--- config.mk ---
export PLATFORM = sky130hd
export DESIGN_NAME = tod12_counter
export DESIGN_NICKNAME = d
export VERILOG_FILES = /design/src/rtl/tod_pkg.sv /design/src/rtl/tod_sec_divider.sv /design/src/rtl/tod_bcd_digit.sv /design/src/rtl/tod_hour_pair.sv /design/src/rtl/tod12_counter.sv
export SDC_FILE = /design/constraint.sdc
export NUM_CORES = 1
export LEC_CHECK = 0
export BUFFER_PORTS_ARGS = -buffer_cell sky130_fd_sc_hd__buf_2
export CAP_MARGIN = 30
export CORE_MARGIN = 3
export CORE_UTILIZATION = 50
export CTS_CLUSTER_SIZE = 8
export DETAILED_ROUTE_END_ITERATION = 8
export PLACE_DENSITY = 0.77
export SETUP_SLACK_MARGIN = 0.05
export SYNTH_ARGS = -nofsm -noshare
export SYNTH_HDL_FRONTEND = slang
export SYNTH_SLANG_ARGS = --single-unit
--- constraint.sdc ---
create_clock -name clk -period 2.5 [get_ports clk]
set_input_delay 0 -clock clk [delete_from_list [all_inputs] [get_ports clk]]
set_output_delay 0 -clock clk [all_outputs]
set_load 0.02 [all_outputs]
--- src/rtl/tod_pkg.sv ---
package tod_pkg;
   localparam int BCD_W = 4;
   typedef logic [BCD_W-1:0] bcd_t;
   localparam bcd_t HR_TENS_RST  = 4'd1;
   localparam bcd_t HR_UNITS_RST = 4'd2;
endpackage

--- src/rtl/tod_sec_divider.sv ---
module tod_sec_divider #(
   parameter int MS_PER_SEC = 1000
) (
   input  logic clk,
   input  logic rst_n,
   input  logic ms_strobe,
   output logic sec_tick
);
   localparam int CW   = (MS_PER_SEC > 2) ? $clog2(MS_PER_SEC) : 1;
   localparam int LAST = MS_PER_SEC - 1;

   generate
      if (MS_PER_SEC < 2) begin : g_bad_param
         $error("MS_PER_SEC must be at least 2");
      end
   endgenerate

   logic [CW-1:0] ms_cnt;
   logic          at_last;

   assign at_last  = (ms_cnt == CW'(LAST));
   assign sec_tick = ms_strobe && at_last;

   always_ff @(posedge clk or negedge rst_n) begin
      if (!rst_n)
         ms_cnt <= '0;
      else if (ms_strobe)
         ms_cnt <= at_last ? '0 : ms_cnt + 1'b1;
   end

   p_cnt_bounded_r8: assert property (@(posedge clk) disable iff (!rst_n)
      ms_cnt <= CW'(LAST));
   p_cnt_holds_r8: assert property (@(posedge clk) disable iff (!rst_n)
      !ms_strobe |=> $stable(ms_cnt));
endmodule

--- src/rtl/tod_bcd_digit.sv ---
module tod_bcd_digit
   import tod_pkg::*;
#(
   parameter int MAX_VAL = 9
) (
   input  logic clk,
   input  logic rst_n,
   input  logic inc,
   output bcd_t value,
   output logic carry
);
   generate
      if (MAX_VAL < 1 || MAX_VAL > 9) begin : g_bad_param
         $error("MAX_VAL must lie in 1..9");
      end
   endgenerate

   logic at_max;
   assign at_max = (value == bcd_t'(MAX_VAL));
   assign carry  = inc && at_max;

   always_ff @(posedge clk or negedge rst_n) begin
      if (!rst_n)
         value <= '0;
      else if (inc)
         value <= at_max ? '0 : value + 1'b1;
   end

   p_digit_wraps_r4: assert property (@(posedge clk) disable iff (!rst_n)
      (inc && value == bcd_t'(MAX_VAL)) |=> value == '0);
   p_digit_range_r4: assert property (@(posedge clk) disable iff (!rst_n)
      value <= bcd_t'(MAX_VAL));
endmodule

--- src/rtl/tod_hour_pair.sv ---
module tod_hour_pair
   import tod_pkg::*;
(
   input  logic clk,
   input  logic rst_n,
   input  logic inc,
   output bcd_t tens,
   output bcd_t units
);
   logic at_twelve, at_nine;
   assign at_twelve = (tens == 4'd1) && (units == 4'd2);
   assign at_nine   = (units == 4'd9);

   always_ff @(posedge clk or negedge rst_n) begin
      if (!rst_n) begin
         tens  <= HR_TENS_RST;
         units <= HR_UNITS_RST;
      end else if (inc) begin
         if (at_twelve) begin
            tens  <= 4'd0;
            units <= 4'd1;
         end else if (at_nine) begin
            tens  <= 4'd1;
            units <= 4'd0;
         end else begin
            units <= units + 1'b1;
         end
      end
   end

   p_hour_range_r5: assert property (@(posedge clk) disable iff (!rst_n)
      (tens == 4'd0 && units != 4'd0 && units <= 4'd9) ||
      (tens == 4'd1 && units <= 4'd2));
   p_twelve_to_one_r5: assert property (@(posedge clk) disable iff (!rst_n)
      (inc && tens == 4'd1 && units == 4'd2) |=> (tens == 4'd0 && units == 4'd1));
   p_nine_to_ten_r6: assert property (@(posedge clk) disable iff (!rst_n)
      (inc && tens == 4'd0 && units == 4'd9) |=> (tens == 4'd1 && units == 4'd0));
endmodule

--- src/rtl/tod12_counter.sv ---
module tod12_counter
   import tod_pkg::*;
#(
   parameter int MS_PER_SEC = 1000
) (
   input  logic       clk,
   input  logic       rst_n,
   input  logic       ms_strobe,
   input  logic       user_step,
   output logic [3:0] hr_tens,
   output logic [3:0] hr_units,
   output logic [3:0] min_tens,
   output logic [3:0] min_units,
   output logic [3:0] sec_tens,
   output logic [3:0] sec_units,
   output logic       flash
);
   localparam int N_LOW = 4;

   logic             sec_tick;
   logic             advance;
   logic [N_LOW:0]   chain;
   bcd_t             digit [N_LOW];

   tod_sec_divider #(.MS_PER_SEC(MS_PER_SEC)) u_div (
      .clk(clk), .rst_n(rst_n), .ms_strobe(ms_strobe), .sec_tick(sec_tick));

   assign advance  = sec_tick | user_step;
   assign chain[0] = advance;

   genvar gi;
   generate
      for (gi = 0; gi < N_LOW; gi++) begin : g_digit
         localparam int LIM = (gi % 2 == 0) ? 9 : 5;
         tod_bcd_digit #(.MAX_VAL(LIM)) u_dig (
            .clk(clk), .rst_n(rst_n), .inc(chain[gi]),
            .value(digit[gi]), .carry(chain[gi+1]));
      end
   endgenerate

   tod_hour_pair u_hours (
      .clk(clk), .rst_n(rst_n), .inc(chain[N_LOW]),
      .tens(hr_tens), .units(hr_units));

   assign sec_units = digit[0];
   assign sec_tens  = digit[1];
   assign min_units = digit[2];
   assign min_tens  = digit[3];

   always_ff @(posedge clk or negedge rst_n) begin
      if (!rst_n)
         flash <= 1'b0;
      else if (advance)
         flash <= ~flash;
   end

   p_flash_toggles_r7: assert property (@(posedge clk) disable iff (!rst_n)
      advance |=> flash != $past(flash));
   p_idle_holds_r9: assert property (@(posedge clk) disable iff (!rst_n)
      !advance |=> $stable(sec_units) && $stable(flash) && $stable(hr_units));
   p_single_step_r10: assert property (@(posedge clk) disable iff (!rst_n)
      (advance && sec_units != 4'd9) |=> sec_units == $past(sec_units) + 4'd1);
   p_sec_units_wrap_r2: assert property (@(posedge clk) disable iff (!rst_n)
      (advance && sec_units == 4'd9) |=> sec_units == 4'd0);
   p_sec_tens_range_r3: assert property (@(posedge clk) disable iff (!rst_n)
      sec_tens <= 4'd5);
endmodule

==> results.sh <==
export IMPL_outcome="finished, final reports clean"
export IMPL_cts_tree="done"
export IMPL_multi_input_area_sq_um=865
export IMPL_synthTopCellsByArea="dfrtp_1 (44%), xnor2_1 (4.6%), xor2_1 (4.6%)"
export IMPL_drc=0
export IMPL_grt_overflow=0
export IMPL_initial_core_util=0.543
export IMPL_drv_slew=0
export IMPL_numCtsBuffers=5
export IMPL_seq_area_frac_synth=0.466
export IMPL_antenna_left=0
export IMPL_async_reset_ff_frac=1.00
export IMPL_finalCritPeriodShare=0.831
export IMPL_p_leak_uw=0.000882
export IMPL_synth_top_cell_area_share=0.435
export IMPL_min_period_ns=2.08
export IMPL_holdPathStages=2
export IMPL_ir_worst_vdd_mv=0.398
export IMPL_fillers=280
export IMPL_r2r_end="u_hours.units[1]"
export IMPL_grt_use_total=0.191
export IMPL_cpLargestDelayFamily="simple AND/OR/NAND/NOR gates"
export IMPL_wire_per_inst_um=14.9
export IMPL_skew_ns=0.0102
export IMPL_seq_area_sq_um=803
export IMPL_final_setup_tns_ns=0
export IMPL_path_buf_inv=0
export IMPL_finalSetupViolCount=0
export IMPL_hp_class="in -> reg"
export IMPL_critPathMaxStageDelay_ns=0.54
export IMPL_slowest_stage="or4_1"
export IMPL_rr_startpoint="u_div.ms_cnt[0]"
export IMPL_dpl_worst_slack_ns=0.418
export IMPL_worst_slew_pin_slew_ns=0.710
export IMPL_avgSynthCellArea_sq_um=10.6
export IMPL_crit_path_end_kind="flop"
export IMPL_crit_start="u_div.ms_cnt[0]"
export IMPL_fp_dieW_um=64.7
export IMPL_netlist_area_sq_um=1720
export IMPL_synth_top_area_cell="dfrtp_1"
export IMPL_num_antenna_cells=0
export IMPL_drt_initial_drc_count=70
export IMPL_grt_max_degree=33
export IMPL_synth_ff_type="dfrtp_1"
export IMPL_ys_warn_count=0
export IMPL_ff2ff_setup_slack_ns=0.42
export IMPL_clk_latency_ns=0.34
export IMPL_viasPerCell=5.76
export IMPL_grt_pass1_vias=1322
export IMPL_fin_nets=197
export IMPL_port_buffers=25
export IMPL_crit_fanout=11
export IMPL_max_slew_margin_rel=0.527
export IMPL_wl_um=3540
export IMPL_crit_end="u_hours.units[1]"
export IMPL_cts_post_setup_buffers_inserted=0
export IMPL_rows=20
export IMPL_finalNonFillerCells=237
export IMPL_postSynthCellCount=163
export IMPL_layout_drive_gt1_share=0.228
export IMPL_hold_viol_final=0
export IMPL_worstRegToRegCells=5
export IMPL_drtPass1Iterations=4
export IMPL_core_area_sq_um=3180
export IMPL_gp_congestion=0.795
export IMPL_synth_distinct_cells=47
export IMPL_grt_pass1_wl_um=6120
export IMPL_cts_root_buffer="clkbuf_4"
export IMPL_path_class="reg -> reg"
export IMPL_synth_edf_count=0
export IMPL_cap_violations=0
export IMPL_worst_slack_ns=0.423
export IMPL_critPathRequiredTime_ns=2.75
export IMPL_rsz0062_at_grt="false"
export IMPL_arrival_ns=2.33
export IMPL_dp_cells=228
export IMPL_cts_resized=0
export IMPL_via_count=1365
export IMPL_htreeDepth=2
export IMPL_fmax_ghz=0.481
export IMPL_grt_antenna_before_repair=0
export IMPL_cts_sink_count=32
export IMPL_synth_seq_cells=32
export IMPL_path_cells="ha_1 -> and4b_2 -> a41oi_4 -> or4_1 -> a211oi_1"
export IMPL_start_kind="flop"
export IMPL_p_per_area_nw_per_um2=800
export IMPL_path_depth=5
export IMPL_ios=29
export IMPL_clockBufferDepth=2
export IMPL_place_hpwl_um=2500
export IMPL_dieHeight_um=64.7
export IMPL_clk_pin_slew_ns=0.09
export IMPL_syn_to_final_growth_pct=13.7
export IMPL_dieArea_sq_um=4190
[report_power, final]
part	total [uW]	internal [uW]	switching, uW	leakage, uW
sequential	772	624	147	0.000395
combinational	453	203	250	0.000449
clock	344	165	178	0.0000386
[cell families after synthesis]
| group | Yosys count | synth area share |
|---|---|---|
| xor gates and xnor gates | 18 | 0.0914 |
| DFF | 32 | 0.466 |
| and+or+nand+nor | 71 | 0.258 |
| adders and majority gates | 1 | 0.00726 |
| buffers and inverters | 13 | 0.0370 |
| AOI/OAI and AO/OA | 23 | 0.113 |
| other | 1 | 0.00217 |
| muxes | 4 | 0.0254 |
[registers in the layout (all words and copies together) (netlist names)]
name                 count
u_div.ms_cnt            10
u_hours.tens             1
flash                    1
g_digit.u_dig.value     16
u_hours.units            4
[layout by cell type, fill, tap and decap left out, types with 3 or more instances in the layout]
cell type  netlist  routed
nor2b_1          5       5
dfrtp_1         30      30
conb_1           1       3
nand2b_1         3       3
nor3b_1          3       3
inv_1            5       5
mux2_2           3       3
and4bb_2         3       3
nor2_1           8       8
and2_1           3       3
xnor2_1          9       9
xor2_1           9       9
and3_1           5       5
o2bb2ai_1        3       3
clkbuf_4         0       5
nand3_1          8       8
o21ai_0          3       3
nor4b_1          3       3
buf_2            3      25
nand2_1         10      10
or4_1            4       4
nand4_1          6       6
[layout make-up]
cell class,count,share of cell area
sequential,32,0.410
inverter,5,0.00957
tap,44,0.0281
multi-input combinational,120,0.441
timing repair buffer,28,0.0766
clock buffer,8,0.0351
[worst min-delay path by stage]
stage / start / to / slack (ns)
after floorplan: rst_n / flash / -0.30
after global placement: rst_n / u_div.ms_cnt[3] / 0.08
after detailed placement: rst_n / u_div.ms_cnt[4] / 0.09
after CTS: ms_strobe / u_div.ms_cnt[0] / 0.0005
after global routing: user_step / g_digit[0].u_dig.value[0] / 0.01
final: ms_strobe / u_div.ms_cnt[0] / 0.001
[worst reg2reg max path, stage by stage (launching register included)]
cell and delay, ns:
dfrtp_1 0.41, ha_1 0.25, and4b_2 0.30, a41oi_4 0.22, or4_1 0.54, a211oi_1 0.26
[layer usage]
layer	GRT usage	vias to the layer above	part of all wire
met5	0	-	0
met4	0.103	0	0.026
met3	0.0433	7	0.043
met2	0.318	30	0.49
met1	0.227	677	0.44
li1	-	651	-
[stage by stage]
stage / hold slack, ns / power (uW) / cell area (sq um) / utilization
final: 0.00106 / 1570 / 1960 / 0.617
after detailed placement: 0.0945 / 1230 / 1880 / 0.592
after global routing: 0.0130 / 1660 / 1960 / 0.617
after floorplan: -0.296 / 1070 / 1730 / -
after global placement: 0.0813 / 1210 / 1880 / 0.592
after CTS: 0.000505 / 1580 / 1960 / 0.617
[cells in the mapped netlist (2+ instances only)]
master and number:
o211ai_1 2, nand2b_1 3, nor2b_1 5, nand3b_1 2, a21oi_1 2, nor2_1 8
buf_2 3, inv_1 5, nor4b_1 3, dfrtp_1 30, and2_1 3, o31ai_1 2
xnor2_1 9, dfstp_2 2, nor4bb_1 2, nand3_1 8, and3_1 5, o2bb2ai_1 3
nor3b_1 3, buf_4 3, nand4_1 6, mux2_2 3, xor2_1 9, a41o_1 2
o21ai_0 3, or4_1 4, nand2_1 10, clkbuf_1 2, and4bb_2 3
[timing repair]
action / 4_1_cts / 5_1_grt
hold buffers: 1 / 0
endpoints found under the hold margin: 30 / 0
setup endpoints to repair: 0 / 0
No activity file was read; power rests on OpenSTA's default activity.
